===== config.mk =====
export PLATFORM = sky130hd
export DESIGN_NAME = timebase_sn
export DESIGN_NICKNAME = d
export VERILOG_FILES = /design/src/rtl/timebase_pkg.sv /design/src/rtl/timebase_regdec.sv /design/src/rtl/timebase_nsec.sv /design/src/rtl/timebase_sec.sv /design/src/rtl/timebase_sn.sv
export SDC_FILE = /design/constraint.sdc
export NUM_CORES = 1
export LEC_CHECK = 0
export BUFFER_PORTS_ARGS = -buffer_cell sky130_fd_sc_hd__buf_2
export CAP_MARGIN = 25
export CORE_ASPECT_RATIO = 0.7
export CORE_MARGIN = 2
export CORE_UTILIZATION = 30
export CTS_BUF_LIST = sky130_fd_sc_hd__clkbuf_8
export CTS_CLUSTER_SIZE = 20
export DETAILED_ROUTE_END_ITERATION = 7
export PLACE_DENSITY = 0.6
export SYNTH_ARGS = -nofsm -noshare
export SYNTH_HDL_FRONTEND = slang
export SYNTH_SLANG_ARGS = --single-unit

===== constraint.sdc =====
create_clock -name clk -period 4.52 [get_ports clk]
set_input_delay 0.678 -clock clk [delete_from_list [all_inputs] [get_ports clk]]
set_output_delay 0.678 -clock clk [all_outputs]
set_load 0.01 [all_outputs]

===== src/rtl/timebase_pkg.sv =====
package timebase_pkg;

    localparam int unsigned NS_PER_SEC = 1_000_000_000;
    localparam int          NS_W       = 30;

    localparam int unsigned OFF_PERIOD = 32'h18;
    localparam int unsigned OFF_SEC_HI = 32'h20;
    localparam int unsigned OFF_SEC_LO = 32'h24;
    localparam int unsigned OFF_NSEC   = 32'h28;

    typedef enum logic [2:0] {
        SEL_NONE,
        SEL_PERIOD,
        SEL_SEC_HI,
        SEL_SEC_LO,
        SEL_NSEC
    } reg_sel_e;

endpackage


===== src/rtl/timebase_regdec.sv =====
module timebase_regdec
    import timebase_pkg::*;
#(
    parameter int ADDR_W = 8
) (
    input  logic [ADDR_W-1:0] addr,
    output reg_sel_e          sel
);

    localparam logic [ADDR_W-1:0] A_PERIOD = ADDR_W'(OFF_PERIOD);
    localparam logic [ADDR_W-1:0] A_SEC_HI = ADDR_W'(OFF_SEC_HI);
    localparam logic [ADDR_W-1:0] A_SEC_LO = ADDR_W'(OFF_SEC_LO);
    localparam logic [ADDR_W-1:0] A_NSEC   = ADDR_W'(OFF_NSEC);

    always_comb begin
        sel = SEL_NONE;
        if (addr == A_PERIOD)      sel = SEL_PERIOD;
        else if (addr == A_SEC_HI) sel = SEL_SEC_HI;
        else if (addr == A_SEC_LO) sel = SEL_SEC_LO;
        else if (addr == A_NSEC)   sel = SEL_NSEC;
    end

endmodule


===== src/rtl/timebase_nsec.sv =====
module timebase_nsec
    import timebase_pkg::*;
#(
    parameter int unsigned PERIOD_NS = 4,
    parameter int          DATA_W    = 32
) (
    input  logic            clk,
    input  logic            rst,
    input  logic            hold,
    input  logic            ld,
    input  logic [DATA_W-1:0] ld_val,
    output logic [NS_W-1:0] nsec_q,
    output logic            carry
);

    localparam logic [NS_W:0] STEP = (NS_W + 1)'(PERIOD_NS);
    localparam logic [NS_W:0] LIMIT = (NS_W + 1)'(NS_PER_SEC);

    logic [NS_W:0]   sum;
    logic            wrap;
    logic [NS_W-1:0] ld_clamped;

    always_comb begin
        sum  = {1'b0, nsec_q} + STEP;
        wrap = (sum >= LIMIT);
        carry = !hold && wrap;
        if (64'(ld_val) >= 64'(NS_PER_SEC)) ld_clamped = '0;
        else                                ld_clamped = ld_val[NS_W-1:0];
    end

    always_ff @(posedge clk) begin
        if (rst) begin
            nsec_q <= '0;
        end else if (ld) begin
            nsec_q <= ld_clamped;
        end else if (!hold) begin
            if (wrap) nsec_q <= NS_W'(sum - LIMIT);
            else      nsec_q <= sum[NS_W-1:0];
        end
    end

    assert_nsec_range_R5: assert property (@(posedge clk) disable iff (rst)
        64'(nsec_q) < 64'(NS_PER_SEC));

    assert_wrap_small_R4: assert property (@(posedge clk) disable iff (rst)
        carry |=> (64'(nsec_q) < 64'(PERIOD_NS)));

    assert_step_R3: assert property (@(posedge clk) disable iff (rst)
        (!hold && !ld && !carry) |=> (64'(nsec_q) == 64'($past(nsec_q)) + 64'(PERIOD_NS)));

    assert_hold_R7: assert property (@(posedge clk) disable iff (rst)
        (hold && !ld) |=> $stable(nsec_q));

endmodule


===== src/rtl/timebase_sec.sv =====
module timebase_sec #(
    parameter int DATA_W = 32
) (
    input  logic                clk,
    input  logic                rst,
    input  logic                hold,
    input  logic                ld_hi,
    input  logic                ld_lo,
    input  logic [DATA_W-1:0]   ld_val,
    input  logic                inc,
    output logic [2*DATA_W-1:0] sec_q
);

    localparam int SEC_W = 2 * DATA_W;

    logic [DATA_W-1:0] word_q [2];
    logic              ld_word [2];
    logic              lo_full;

    assign ld_word[0] = ld_lo;
    assign ld_word[1] = ld_hi;
    assign lo_full    = &word_q[0];

    for (genvar w = 0; w < 2; w++) begin : g_word
        logic step_en;
        if (w == 0) begin : g_lo
            assign step_en = inc;
        end else begin : g_hi
            assign step_en = inc && lo_full;
        end

        always_ff @(posedge clk) begin
            if (rst) begin
                word_q[w] <= '0;
            end else if (ld_word[w]) begin
                word_q[w] <= ld_val;
            end else if (!hold && step_en) begin
                word_q[w] <= word_q[w] + 1'b1;
            end
        end

        assign sec_q[w*DATA_W +: DATA_W] = word_q[w];
    end

    assert_sec_inc_R4: assert property (@(posedge clk) disable iff (rst)
        (inc && !hold) |=> (sec_q == SEC_W'($past(sec_q) + 1'b1)));

    assert_sec_hold_R7: assert property (@(posedge clk) disable iff (rst)
        (!inc && !ld_hi && !ld_lo) |=> $stable(sec_q));

endmodule


===== src/rtl/timebase_sn.sv =====
module timebase_sn
    import timebase_pkg::*;
#(
    parameter int          ADDR_W        = 8,
    parameter int          DATA_W        = 32,
    parameter int unsigned BUS_PERIOD_NS = 4
) (
    input  logic              clk,
    input  logic              rst,
    input  logic              rd_en,
    input  logic              wr_en,
    input  logic [ADDR_W-1:0] addr,
    input  logic [DATA_W-1:0] wdata,
    output logic [DATA_W-1:0] rdata
);

    localparam int SEC_W = 2 * DATA_W;

    reg_sel_e          sel;
    logic              wr_hi, wr_lo, wr_ns, time_wr;
    logic [NS_W-1:0]   nsec;
    logic              carry;
    logic [SEC_W-1:0]  sec;
    logic [DATA_W-1:0] rd_mux;

    timebase_regdec #(.ADDR_W(ADDR_W)) u_dec (
        .addr (addr),
        .sel  (sel)
    );

    assign wr_hi   = wr_en && (sel == SEL_SEC_HI);
    assign wr_lo   = wr_en && (sel == SEL_SEC_LO);
    assign wr_ns   = wr_en && (sel == SEL_NSEC);
    assign time_wr = wr_hi || wr_lo || wr_ns;

    timebase_nsec #(.PERIOD_NS(BUS_PERIOD_NS), .DATA_W(DATA_W)) u_ns (
        .clk    (clk),
        .rst    (rst),
        .hold   (time_wr),
        .ld     (wr_ns),
        .ld_val (wdata),
        .nsec_q (nsec),
        .carry  (carry)
    );

    timebase_sec #(.DATA_W(DATA_W)) u_sec (
        .clk    (clk),
        .rst    (rst),
        .hold   (time_wr),
        .ld_hi  (wr_hi),
        .ld_lo  (wr_lo),
        .ld_val (wdata),
        .inc    (carry),
        .sec_q  (sec)
    );

    always_comb begin
        unique case (sel)
            SEL_PERIOD: rd_mux = DATA_W'(BUS_PERIOD_NS);
            SEL_SEC_HI: rd_mux = sec[SEC_W-1:DATA_W];
            SEL_SEC_LO: rd_mux = sec[DATA_W-1:0];
            SEL_NSEC:   rd_mux = DATA_W'(nsec);
            default:    rd_mux = '0;
        endcase
    end

    always_ff @(posedge clk) begin
        if (rst)        rdata <= '0;
        else if (rd_en) rdata <= rd_mux;
    end

    assert_rd_unmapped_R8: assert property (@(posedge clk) disable iff (rst)
        (rd_en && sel == SEL_NONE) |=> (rdata == '0));

    assert_rd_hold_R8: assert property (@(posedge clk) disable iff (rst)
        !rd_en |=> $stable(rdata));

    assert_sec_frozen_R7: assert property (@(posedge clk) disable iff (rst)
        wr_ns |=> $stable(sec));

    assert_unmapped_wr_R9: assert property (@(posedge clk) disable iff (rst)
        (wr_en && sel == SEL_NONE) |=> !$stable(nsec));

endmodule


==> results.sh <==
export IMPL_first_global_vias=7294
export IMPL_startpoint="u_ns.nsec_q[5]$_SDFFE_PP0P_"
export IMPL_path_class="reg -> reg"
export IMPL_cts_hold_buf=0
export IMPL_rsz0062_at_grt="no"
export IMPL_p_per_area_nw_per_um2=258
export IMPL_drc=0
export IMPL_hpwl_um=21200
export IMPL_wl_met1_um=14200
export IMPL_final_cells=1408
export IMPL_synthArstFlopShare=0
export IMPL_path_max_fanout=32
export IMPL_switching_share=0.255
export IMPL_ant_nets=0
export IMPL_grt_pass1_wl_um=45000
export IMPL_fin_nets=1079
export IMPL_ys_warn_count=0
export IMPL_avgSynthCellArea_um2=8.26
export IMPL_final_util=0.350
export IMPL_routabilityCongestion=0.963
export IMPL_slew_headroom=0.473
export IMPL_ys_seq_area_frac=0.392
export IMPL_cp_endpoint="u_sec.word_q[1][2]$_SDFFCE_PN0P_"
export IMPL_dieArea_um2=28300
export IMPL_p_int_mw=1.79
export IMPL_wl_um=29400
export IMPL_setup_viol=0
export IMPL_ios=76
export IMPL_cap_violations=0
export IMPL_syn_num_nets=1026
export IMPL_die_w_um=200
export IMPL_groute_usage_overall=0.209
export IMPL_fmax_mhz=237
export IMPL_comb_power_share=0.053
export IMPL_leakagePower_nw=3.04
export IMPL_holdCritPathClass="reg -> reg"
export IMPL_path_cells="nand4_4 > nor2_2 > nand3_1 > xnor2_1 > ha_1 > nor2b_1 > mux2_1 > o21ai_1 > a221oi_2 > o211ai_1 > and2_1 > or3_4 > a2111o_1 > buf_4 > o21ai_0"
export IMPL_grt_max_degree=51
export IMPL_worst_slew_pin_slew_ps=785
export IMPL_overflow=0
export IMPL_htree_levels=4
export IMPL_switchingPower_mw=0.612
export IMPL_finClkSkew_ps=16.0
export IMPL_drt_pass1_iterations=6
export IMPL_port_buffers=75
export IMPL_cts_tree="yes"
export IMPL_slew_viol_final=0
export IMPL_end_kind="register"
export IMPL_outcome="completed"
export IMPL_cp_slowest_stage_delay_ps=510
export IMPL_initial_core_util=0.304
export IMPL_synthCells=978
export IMPL_ys_types=70
export IMPL_path_clk_slew_ps=80
export IMPL_r2r_slack_ps=300
export IMPL_numCtsBuffers=17
export IMPL_tns_ps=0
export IMPL_via_count=7970
export IMPL_area_delta_synth_final_pct=15.2
export IMPL_worstReg2RegStart="u_ns.nsec_q[5]$_SDFFE_PP0P_"
export IMPL_pwr_share_clk=0.429
export IMPL_core_area_um2=26600
export IMPL_crit_required_ps=4840
export IMPL_clockBufferDepth=2
export IMPL_seqPwrFrac=0.518
export IMPL_routedWlPerCell_um=20.9
export IMPL_reg2regPathDepth=15
export IMPL_timing_final_crit_share=0.933
export IMPL_wl_met2_um=12100
export IMPL_highest_layer="met4"
export IMPL_synth_edf_count=64
export IMPL_finalHoldViolCount=0
export IMPL_syn_area_um2=8080
export IMPL_whs_ps=483
export IMPL_fin_crit_ps=4220
export IMPL_drt_iter0_markers=929
export IMPL_worst_ep_arrival_time_ps=4540
export IMPL_antennaDiodeCount=0
export IMPL_clk_latency_ps=480
export IMPL_yosys_register_bits=126
export IMPL_peakVddDrop_mv=0.225
export IMPL_cp_slowest_cell="dfxtp_1"
export IMPL_cts_sinks=126
export IMPL_viasPerCell=5.66
export IMPL_die_y_um=141
export IMPL_met3_length_um=2560
export IMPL_drive_gt1_frac=0.150
export IMPL_start_kind="register"
export IMPL_num_rows=50
export IMPL_place_inst=1376
export IMPL_timing_rr_end="u_sec.word_q[1][2]$_SDFFCE_PN0P_"
export IMPL_antenna_found_initial=0
export IMPL_root_buffer="clkbuf_8"
export IMPL_synthFlopType="edfxtp_1"
[what timing repair did]
item | in CTS | in global routing
hold endpoints to repair | 0 | 0
resized for setup | 0 | 4
endpoints found under the setup margin | 0 | 32
setup buffers | 0 | 0
[metrics by stage]
stage	total power, mW	setup slack (ps)	area, um2
after detailed placement	1.39	216	8900
final	2.40	304	9300
after CTS	2.42	192	9290
after global placement	1.39	377	8900
after floorplan	1.32	174	8080
after global routing	2.48	34.0	9300
[Yosys cell counts (11+ instances only)]
master / number / area, um2
xnor2_1: 50 / 438
xor2_1: 44 / 385
dfxtp_1: 62 / 1240
inv_1: 14 / 52.6
nand4_1: 23 / 144
o21ai_0: 49 / 245
and3_1: 17 / 106
a222oi_1: 33 / 330
nand3_1: 39 / 195
nor4_1: 11 / 68.8
nor2_1: 129 / 484
clkbuf_1: 62 / 233
a21oi_1: 60 / 300
edfxtp_1: 64 / 1920
nand2_1: 126 / 473
o21ai_1: 31 / 155
[cell usage in the layout, fill, tap and decap left out, types with 6 or more instances in the layout]
cell      synthesis  layout
a221oi_1          8       8
nor2_1          129     128
nand3_1          39      39
nand4_1          23      23
and4_1            8       8
and3_1           17      17
a22oi_1          10      10
a222oi_1         33      33
a211oi_1          6       6
nor3_1            9       9
dfxtp_1          62      60
and2_1           10      10
o21ai_0          49      49
buf_4             3      32
xnor2_1          50      50
or3_1             8       8
xor2_1           44      44
edfxtp_1         64      64
nor4_1           11      10
nand2_1         126     125
o21ai_1          31      31
clkinv_2          0       6
buf_2             8      75
clkbuf_8          0      17
a21oi_1          60      60
a31oi_1           7       7
inv_1            14      16
[cells by family (layout without fill, tap and decap cells)]
| group | count (synthesis) | after routing | share of synthesized area |
|---|---|---|---|
| xor gates and xnor gates | 94 | 94 | 0.102 |
| muxes | 3 | 3 | 0.00387 |
| and+or+nand+nor | 411 | 411 | 0.244 |
| buffers and inverters | 88 | 154 | 0.0437 |
| adders and majority gates | 4 | 4 | 0.00620 |
| DFF | 126 | 126 | 0.392 |
| AOI/OAI and AO/OA | 252 | 252 | 0.209 |
[layout make-up]
| type | instances | area, um2 |
|---|---|---|
| inverters | 14 | 52.6 |
| fillers | 2810 | 17300 |
| clock inverters | 15 | 154 |
| flip-flops and latches | 126 | 3170 |
| multi-input cells | 764 | 4600 |
| repair buffers | 108 | 636 |
| clock buffers | 17 | 234 |
| well taps | 364 | 455 |
[routing by layer]
| metal | GRT usage | up-vias |
|---|---|---|
| met5 | 0 | - |
| met4 | 0.0605 | 0 |
| met3 | 0.0462 | 39 |
| met2 | 0.294 | 378 |
| met1 | 0.316 | 3858 |
| li1 | - | 3695 |
[worst min path at each step]
stage | startpoint | endpoint | slack [ps] | cells past startpoint
2_1_floorplan | u_ns.nsec_q[1]$_SDFFE_PP0P_ | u_ns.nsec_q[1]$_SDFFE_PP0P_ | 440 | 2
3_3_place_gp | rdata[2]$_SDFFE_PP0P_ | rdata[2]$_SDFFE_PP0P_ | 460 | 2
3_5_place_dp | rdata[27]$_SDFFE_PP0P_ | rdata[27]$_SDFFE_PP0P_ | 470 | 2
4_1_cts | wdata[1] | u_ns.nsec_q[1]$_SDFFE_PP0P_ | 470 | 3
5_1_grt | wdata[1] | u_ns.nsec_q[1]$_SDFFE_PP0P_ | 470 | 3
6_report | u_ns.nsec_q[0]$_SDFFE_PP0P_ | u_ns.nsec_q[0]$_SDFFE_PP0P_ | 480 | 2
[state kept, by name, indices dropped and copies added (netlist names)]
register / cells
u_sec.word_q: 64
u_ns.nsec_q: 30
rdata: 32
[worst max-delay path, delay by kind of cell, from the launching register on]
kind | cells | cell delay (ps)
adder cells (fa/ha/maj) | 1 | 280
multiplexers | 1 | 180
AND/OR/NAND/NOR | 6 | 1320
XOR/XNOR | 1 | 190
AO/OA/AOI/OAI | 5 | 1240
buffers and inverters | 1 | 290
flip-flops | 1 | 510
[power by group through the flow]
stage | Combinational, mW | Sequential [mW] | Clock, mW
5_1_grt | 0.137 | 1.25 | 1.10
3_5_place_dp | 0.125 | 1.27 | 0
4_1_cts | 0.125 | 1.24 | 1.05
3_3_place_gp | 0.124 | 1.27 | 0
2_1_floorplan | 0.0588 | 1.26 | 0
6_report | 0.127 | 1.24 | 1.03
(Power assumes the default switching activity.)
